**src/rtl/scaler_pkg.sv**
```systemverilog
package scaler_pkg;
  // width of an unsigned shift amount; supports data widths up to 31 bits
  localparam int AMT_W = 5;

  typedef struct packed {
    logic             loadEn;    // capture input column and its peak
    logic             outEn;     // capture shifted column
    logic             shiftLeft; // direction of the barrel shift
    logic [AMT_W-1:0] shiftAmt;  // magnitude of the barrel shift
  } scaleStrobes_t;
endpackage

```
**src/rtl/scaler_datapath.sv**
```systemverilog
module scaler_datapath
  import scaler_pkg::*;
#(
  parameter int DATA_W   = 16,
  parameter int NUM_COMP = 16,
  parameter int MAX_LEFT = 8
) (
  input  logic                       clk,
  input  logic                       rstN,
  input  scaleStrobes_t              strobes,
  input  logic [NUM_COMP*DATA_W-1:0] colIn,
  output logic [DATA_W-1:0]          peakMag,
  output logic [NUM_COMP*DATA_W-1:0] colOut
);
  localparam int WIDE_W = DATA_W + MAX_LEFT;
  localparam logic signed [WIDE_W-1:0] MAX_POS = WIDE_W'((1 << (DATA_W-1)) - 1);
  localparam logic signed [WIDE_W-1:0] MIN_NEG = -(WIDE_W'(1 << (DATA_W-1)));

  logic [DATA_W-1:0]          absVal [NUM_COMP];
  logic [DATA_W-1:0]          peakNext;
  logic [NUM_COMP*DATA_W-1:0] colHeld;
  logic [DATA_W-1:0]          peakHeld;
  logic [NUM_COMP*DATA_W-1:0] colScaled;

  // magnitude of each incoming component, full unsigned width
  for (genvar k = 0; k < NUM_COMP; k++) begin : g_abs
    logic signed [DATA_W:0] ext;
    logic signed [DATA_W:0] neg;
    assign ext = {colIn[k*DATA_W+DATA_W-1], colIn[k*DATA_W +: DATA_W]};
    assign neg = -ext;
    assign absVal[k] = ext[DATA_W] ? neg[DATA_W-1:0] : ext[DATA_W-1:0];
  end

  always_comb begin
    peakNext = '0;
    for (int k = 0; k < NUM_COMP; k++) begin
      if (absVal[k] > peakNext) peakNext = absVal[k];
    end
  end

  always_ff @(posedge clk) begin
    if (!rstN) begin
      colHeld  <= '0;
      peakHeld <= '0;
    end else if (strobes.loadEn) begin
      colHeld  <= colIn;
      peakHeld <= peakNext;
    end
  end

  assign peakMag = peakHeld;

  // one barrel shifter per component
  for (genvar k = 0; k < NUM_COMP; k++) begin : g_shift
    logic signed [DATA_W-1:0] x;
    logic signed [WIDE_W-1:0] wideX;
    logic signed [WIDE_W-1:0] leftRes;
    logic        [DATA_W:0]   magX;
    logic        [DATA_W:0]   magShr;
    logic        [DATA_W:0]   rightRes;
    logic signed [DATA_W-1:0] res;

    assign x       = colHeld[k*DATA_W +: DATA_W];
    assign wideX   = {{MAX_LEFT{x[DATA_W-1]}}, x};
    assign leftRes = wideX <<< strobes.shiftAmt;
    assign magX    = x[DATA_W-1] ? -{x[DATA_W-1], x} : {1'b0, x};
    assign magShr  = magX >> strobes.shiftAmt;
    assign rightRes = x[DATA_W-1] ? -magShr : magShr;

    always_comb begin
      if (strobes.shiftLeft) begin
        if (leftRes > MAX_POS)      res = MAX_POS[DATA_W-1:0];
        else if (leftRes < MIN_NEG) res = MIN_NEG[DATA_W-1:0];
        else                        res = leftRes[DATA_W-1:0];
      end else begin
        res = rightRes[DATA_W-1:0];
      end
    end

    assign colScaled[k*DATA_W +: DATA_W] = res;
  end

  always_ff @(posedge clk) begin
    if (!rstN)              colOut <= '0;
    else if (strobes.outEn) colOut <= colScaled;
  end
endmodule

```
**src/rtl/scaler_ctrl.sv**
```systemverilog
module scaler_ctrl
  import scaler_pkg::*;
#(
  parameter int DATA_W = 16,
  parameter int LO_EXP = 8,
  parameter int HI_EXP = 11
) (
  input  logic                    clk,
  input  logic                    rstN,
  input  logic                    inValid,
  input  logic [DATA_W-1:0]       peakMag,
  output scaleStrobes_t           strobes,
  output logic                    outValid,
  output logic signed [AMT_W:0]   shiftCount,
  output logic                    zeroFlag
);
  localparam logic [DATA_W-1:0] LO_BOUND = DATA_W'(1) << LO_EXP;
  localparam logic [DATA_W-1:0] HI_BOUND = DATA_W'(1) << HI_EXP;

  logic             stage1Valid;
  logic [AMT_W-1:0] msbPos;
  logic             isPow2;
  logic             isZero;
  logic             goLeft;
  logic [AMT_W-1:0] amt;
  logic signed [AMT_W:0] signedAmt;

  // leading-one position of the peak
  always_comb begin
    msbPos = '0;
    for (int i = 0; i < DATA_W; i++) begin
      if (peakMag[i]) msbPos = AMT_W'(i);
    end
  end

  assign isPow2 = (peakMag & (peakMag - DATA_W'(1))) == '0;
  assign isZero = peakMag == '0;

  always_comb begin
    goLeft = 1'b0;
    amt    = '0;
    if (!isZero && peakMag < LO_BOUND) begin
      goLeft = 1'b1;
      amt    = AMT_W'(LO_EXP) - msbPos;
    end else if (peakMag > HI_BOUND) begin
      amt = msbPos - AMT_W'(HI_EXP) + (isPow2 ? AMT_W'(0) : AMT_W'(1));
    end
  end

  assign signedAmt = goLeft ? $signed({1'b0, amt}) : -$signed({1'b0, amt});

  assign strobes.loadEn    = inValid;
  assign strobes.outEn     = stage1Valid;
  assign strobes.shiftLeft = goLeft;
  assign strobes.shiftAmt  = amt;

  always_ff @(posedge clk) begin
    if (!rstN) begin
      stage1Valid <= 1'b0;
      outValid    <= 1'b0;
      shiftCount  <= '0;
      zeroFlag    <= 1'b0;
    end else begin
      stage1Valid <= inValid;
      outValid    <= stage1Valid;
      if (stage1Valid) begin
        shiftCount <= signedAmt;
        zeroFlag   <= isZero;
      end
    end
  end
endmodule

```
**src/rtl/col_pow2_scaler.sv**
```systemverilog
module col_pow2_scaler
  import scaler_pkg::*;
#(
  parameter int DATA_W   = 16,
  parameter int NUM_CPLX = 8,
  parameter int LO_EXP   = 8,
  parameter int HI_EXP   = 11
) (
  input  logic                           clk,
  input  logic                           rstN,
  input  logic                           inValid,
  input  logic [2*NUM_CPLX*DATA_W-1:0]   colIn,
  output logic                           outValid,
  output logic [2*NUM_CPLX*DATA_W-1:0]   colOut,
  output logic signed [AMT_W:0]          shiftCount,
  output logic                           zeroFlag
);
  localparam int NUM_COMP = 2 * NUM_CPLX;

  scaleStrobes_t     strobes;
  logic [DATA_W-1:0] peakMag;

  scaler_ctrl #(
    .DATA_W(DATA_W), .LO_EXP(LO_EXP), .HI_EXP(HI_EXP)
  ) u_ctrl (
    .clk(clk), .rstN(rstN), .inValid(inValid), .peakMag(peakMag),
    .strobes(strobes), .outValid(outValid), .shiftCount(shiftCount),
    .zeroFlag(zeroFlag)
  );

  scaler_datapath #(
    .DATA_W(DATA_W), .NUM_COMP(NUM_COMP), .MAX_LEFT(LO_EXP)
  ) u_dp (
    .clk(clk), .rstN(rstN), .strobes(strobes), .colIn(colIn),
    .peakMag(peakMag), .colOut(colOut)
  );
endmodule

```
**config.mk**
```make
export PLATFORM = sky130hd
export DESIGN_NAME = col_pow2_scaler
export DESIGN_NICKNAME = d
export VERILOG_FILES = /design/src/rtl/scaler_pkg.sv /design/src/rtl/scaler_datapath.sv /design/src/rtl/scaler_ctrl.sv /design/src/rtl/col_pow2_scaler.sv
export SDC_FILE = /design/constraint.sdc
export NUM_CORES = 2
export LEC_CHECK = 0
export ABC_AREA = 1
export BUFFER_PORTS_ARGS = -buffer_cell sky130_fd_sc_hd__buf_2
export CAP_MARGIN = 30
export CORE_ASPECT_RATIO = 1.4
export CORE_MARGIN = 2
export CORE_UTILIZATION = 45
export DETAILED_ROUTE_END_ITERATION = 12
export GPL_ROUTABILITY_DRIVEN = 0
export PLACE_DENSITY_LB_ADDON = 0.12
export SLEW_MARGIN = 40
export SYNTH_ARGS = -nofsm -noshare
export SYNTH_HDL_FRONTEND = slang
export SYNTH_HIERARCHICAL = 1
export SYNTH_SLANG_ARGS = --single-unit
```
**constraint.sdc**
```tcl
create_clock -name clk -period 36.8 [get_ports clk]
set_input_delay 1.84 -clock clk [delete_from_list [all_inputs] [get_ports clk]]
set_output_delay 1.84 -clock clk [all_outputs]
set_load 0.1 [all_outputs]
```
==> metrics.txt <==
status finished clean; CP max stage delay slightly below 600 ps; Clk Tree Root Cell clkbuf_16; Fmax 30.8 MHz; grt total ovfl 0; Wirelength per Cell 20.9 um; Hold Crit Class register to register; post-synthesis cell type count 76; most common cell after layout, fill and taps aside nand2_1; post-DP HPWL 223000 um; die area ~150000 um2; first-pass iteration count of the detailed router 10; Setup CP Type input port to register; post_cts resized 0; chip height around 460 um; initial antenna violation count 21; postcts setup bufs 0; Seq/Total Area, Yosys 0.158; #FFs+latches synth roughly 540; main flop type after synthesis dfxtp_1; Syn Inst Count ~12000; Syn-to-layout area delta 6.97%; CP max-delay cell or4_1; final setup fails 0; Final Max Tran Viols 0; pin count of the biggest net entering global routing between 200 and 250; gr usage total 0.353; pre-CTS setup slack 4640 ps; synthesized area 68000 um2; CTS H-tree lvls 2; RSZ-0062 raised after global routing false; Die X between 300 and 400 um; final worst setup slack between 4000 and 5000 ps; fin nets 12300; IO Port Bufs ~520; first-pass GRT wire length approximately 430000 um; utilization after layout 0.486; ratio of cells with drive above 1 in the final layout 0.0862; worst endpoint data arrival time roughly 33000 ps; # DRC 0; critical path launch point colIn[16]; CTS tree yes; asr flop ratio synth 0; drt via density approximately 6.0; WL final 289000 um; Final Hold Vio Count 0; Max Cap Violations 0; DP Area 70600 um2; worst rel slew slack 0.266; fin crit share 0.883; Slew @ Worst Pin approximately 1100 ps; Setup crit end kind register; CORE AREA between 100000 and 150000 um2; syn_nets approximately 12000; Buf/Inv on CP 14; Max Buffers Root-to-Sink 3; Yosys warnings 6; most frequent CP cell ha_1; Req. time, crit path roughly 37000 ps; commonest cells after routing, fill and taps aside nand2_1, o21ai_0, inv_1; fin area ~73000 um2; vias in the first global route 72500; 1st-iter DRT viols roughly 12000; via count 82800; Fill cells between 15000 and 20000; Post-CTS Hold Buffers 0; CP startpoint kind input port; CP max FO 32; post-route minimum period ~32000 ps; Worst R2R Start u_dp/peakMag[3]$_SDFFE_PN0P_; Synth Area per Inst 5.72 um2; TritonCTS buffer count 58; Final ANT Viol Nets 0; hold path startpoint u_dp/colOut[224]$_SDFFE_PN0P_; clk slew on worst S/H paths 70 ps; number of synthesized flops with an enable pin 0; Clk Latency, worst-skew pair 700 ps; setup TNS 0 ps; Cell Rows 168; delay-heaviest family, CP simple AND/OR/NAND/NOR gates; Clock Sinks between 500 and 600; clock skew ~33 ps; starting density of the core 0.454; Ports ~520
==> kinds of logic after synthesis <==
| family | count (synthesis) | synth area share |
|---|---|---|
| mux | 186 | 0.0274 |
| buf+inv | 2094 | 0.122 |
| compound gates | 3453 | 0.277 |
| fa+ha+maj | 267 | 0.0491 |
| simple gates | 4938 | 0.314 |
| xor+xnor | 414 | 0.0534 |
| flops | 537 | 0.158 |
==> worst reg2reg max path, delay by kind of cell, from the launching register on <==
kind / cells / cell delay (ps)
AO/OA/AOI/OAI: 6 / 1610
buffers and inverters: 14 / 2950
adder cells (fa/ha/maj): 3 / 680
AND/OR/NAND/NOR: 14 / 2340
flip-flops: 1 / 340
==> layer usage <==
layer  wire [um]  global-route usage  vias to the layer above
met5          34                   0                        -
li1            -                   -                    39700
met1      131000               0.532                    37900
met4        8840               0.101                        6
met2      112000               0.483                     4786
met3       37900              0.0875                      516
==> registers in the layout, indices dropped and copies added (netlist names) <==
name / flops
u_ctrl/outValid: 1
u_ctrl/shiftCount: 6
u_ctrl/stage1Valid: 1
u_ctrl/zeroFlag: 1
u_dp/colHeld: 256
u_dp/colOut: 256
u_dp/peakMag: 16
==> area by class of cell <==
cell class	count	area [um2]	area share
antenna	19	47.5	0.000653
tap	1955	2450	0.0336
multi-input combinational	9258	49100	0.674
timing repair buffer	610	3440	0.0472
inverter	1320	5010	0.0688
clock buffer	76	1630	0.0224
sequential	537	10800	0.148
clock inverter	32	379	0.00521
==> per-stage QoR <==
step	hold slack [ps]	std cells
3_3_place_gp	458	13700
5_1_grt	493	13800
2_1_floorplan	456	11900
4_1_cts	471	13800
6_report	472	13800
3_5_place_dp	461	13700
==> Yosys cell counts, types with 6 or more instances <==
cell type | instances | area share
a221oi_1 | 28 | 0.0036
ha_1 | 267 | 0.049
nand2_2 | 63 | 0.0058
o31ai_1 | 39 | 0.0043
a211oi_1 | 35 | 0.0039
clkbuf_1 | 567 | 0.031
clkinv_1 | 9 | 0.00050
o211ai_1 | 76 | 0.0084
nand3b_1 | 64 | 0.0071
o21ai_1 | 11 | 0.00081
nor3b_1 | 37 | 0.0041
xnor2_1 | 53 | 0.0068
mux2i_1 | 186 | 0.027
nor4_1 | 62 | 0.0057
xor2_1 | 360 | 0.046
buf_6 | 25 | 0.0041
buf_1 | 150 | 0.0083
o22ai_1 | 98 | 0.0090
nand3_1 | 565 | 0.042
nand4_1 | 76 | 0.0070
o21a_1 | 19 | 0.0021
o2111ai_1 | 6 | 0.00077
nand2_4 | 21 | 0.0035
a31oi_1 | 183 | 0.017
or2_2 | 98 | 0.0090
clkbuf_8 | 13 | 0.0026
a21oi_2 | 10 | 0.0013
nor2_4 | 6 | 0.00099
nor3_1 | 275 | 0.020
dfxtp_1 | 537 | 0.16
a41oi_1 | 17 | 0.0022
o221ai_1 | 62 | 0.0080
a22oi_1 | 44 | 0.0049
o21ai_0 | 2012 | 0.15
nand3_2 | 32 | 0.0047
nand2_1 | 2593 | 0.14
inv_1 | 1286 | 0.071
inv_2 | 23 | 0.0013
a21oi_1 | 754 | 0.055
and2_1 | 14 | 0.0013
o21bai_1 | 32 | 0.0035
nor2_1 | 994 | 0.055
buf_4 | 14 | 0.0015
nor2_2 | 18 | 0.0017
==> worst paths after layout <==
check	endpoint	slack (ps)	cells past startpoint
min reg2reg	u_dp/colOut[224]$_SDFFE_PN0P_	470	2
max	u_dp/peakMag[1]$_SDFFE_PN0P_	4320	135
max reg2reg	u_dp/colOut[110]$_SDFFE_PN0P_	28750	37
min	u_dp/colOut[224]$_SDFFE_PN0P_	470	2
Power is left out: the tool's default activity adds up to more than one toggle a clock period on the data nets, which glitch-free logic cannot reach.
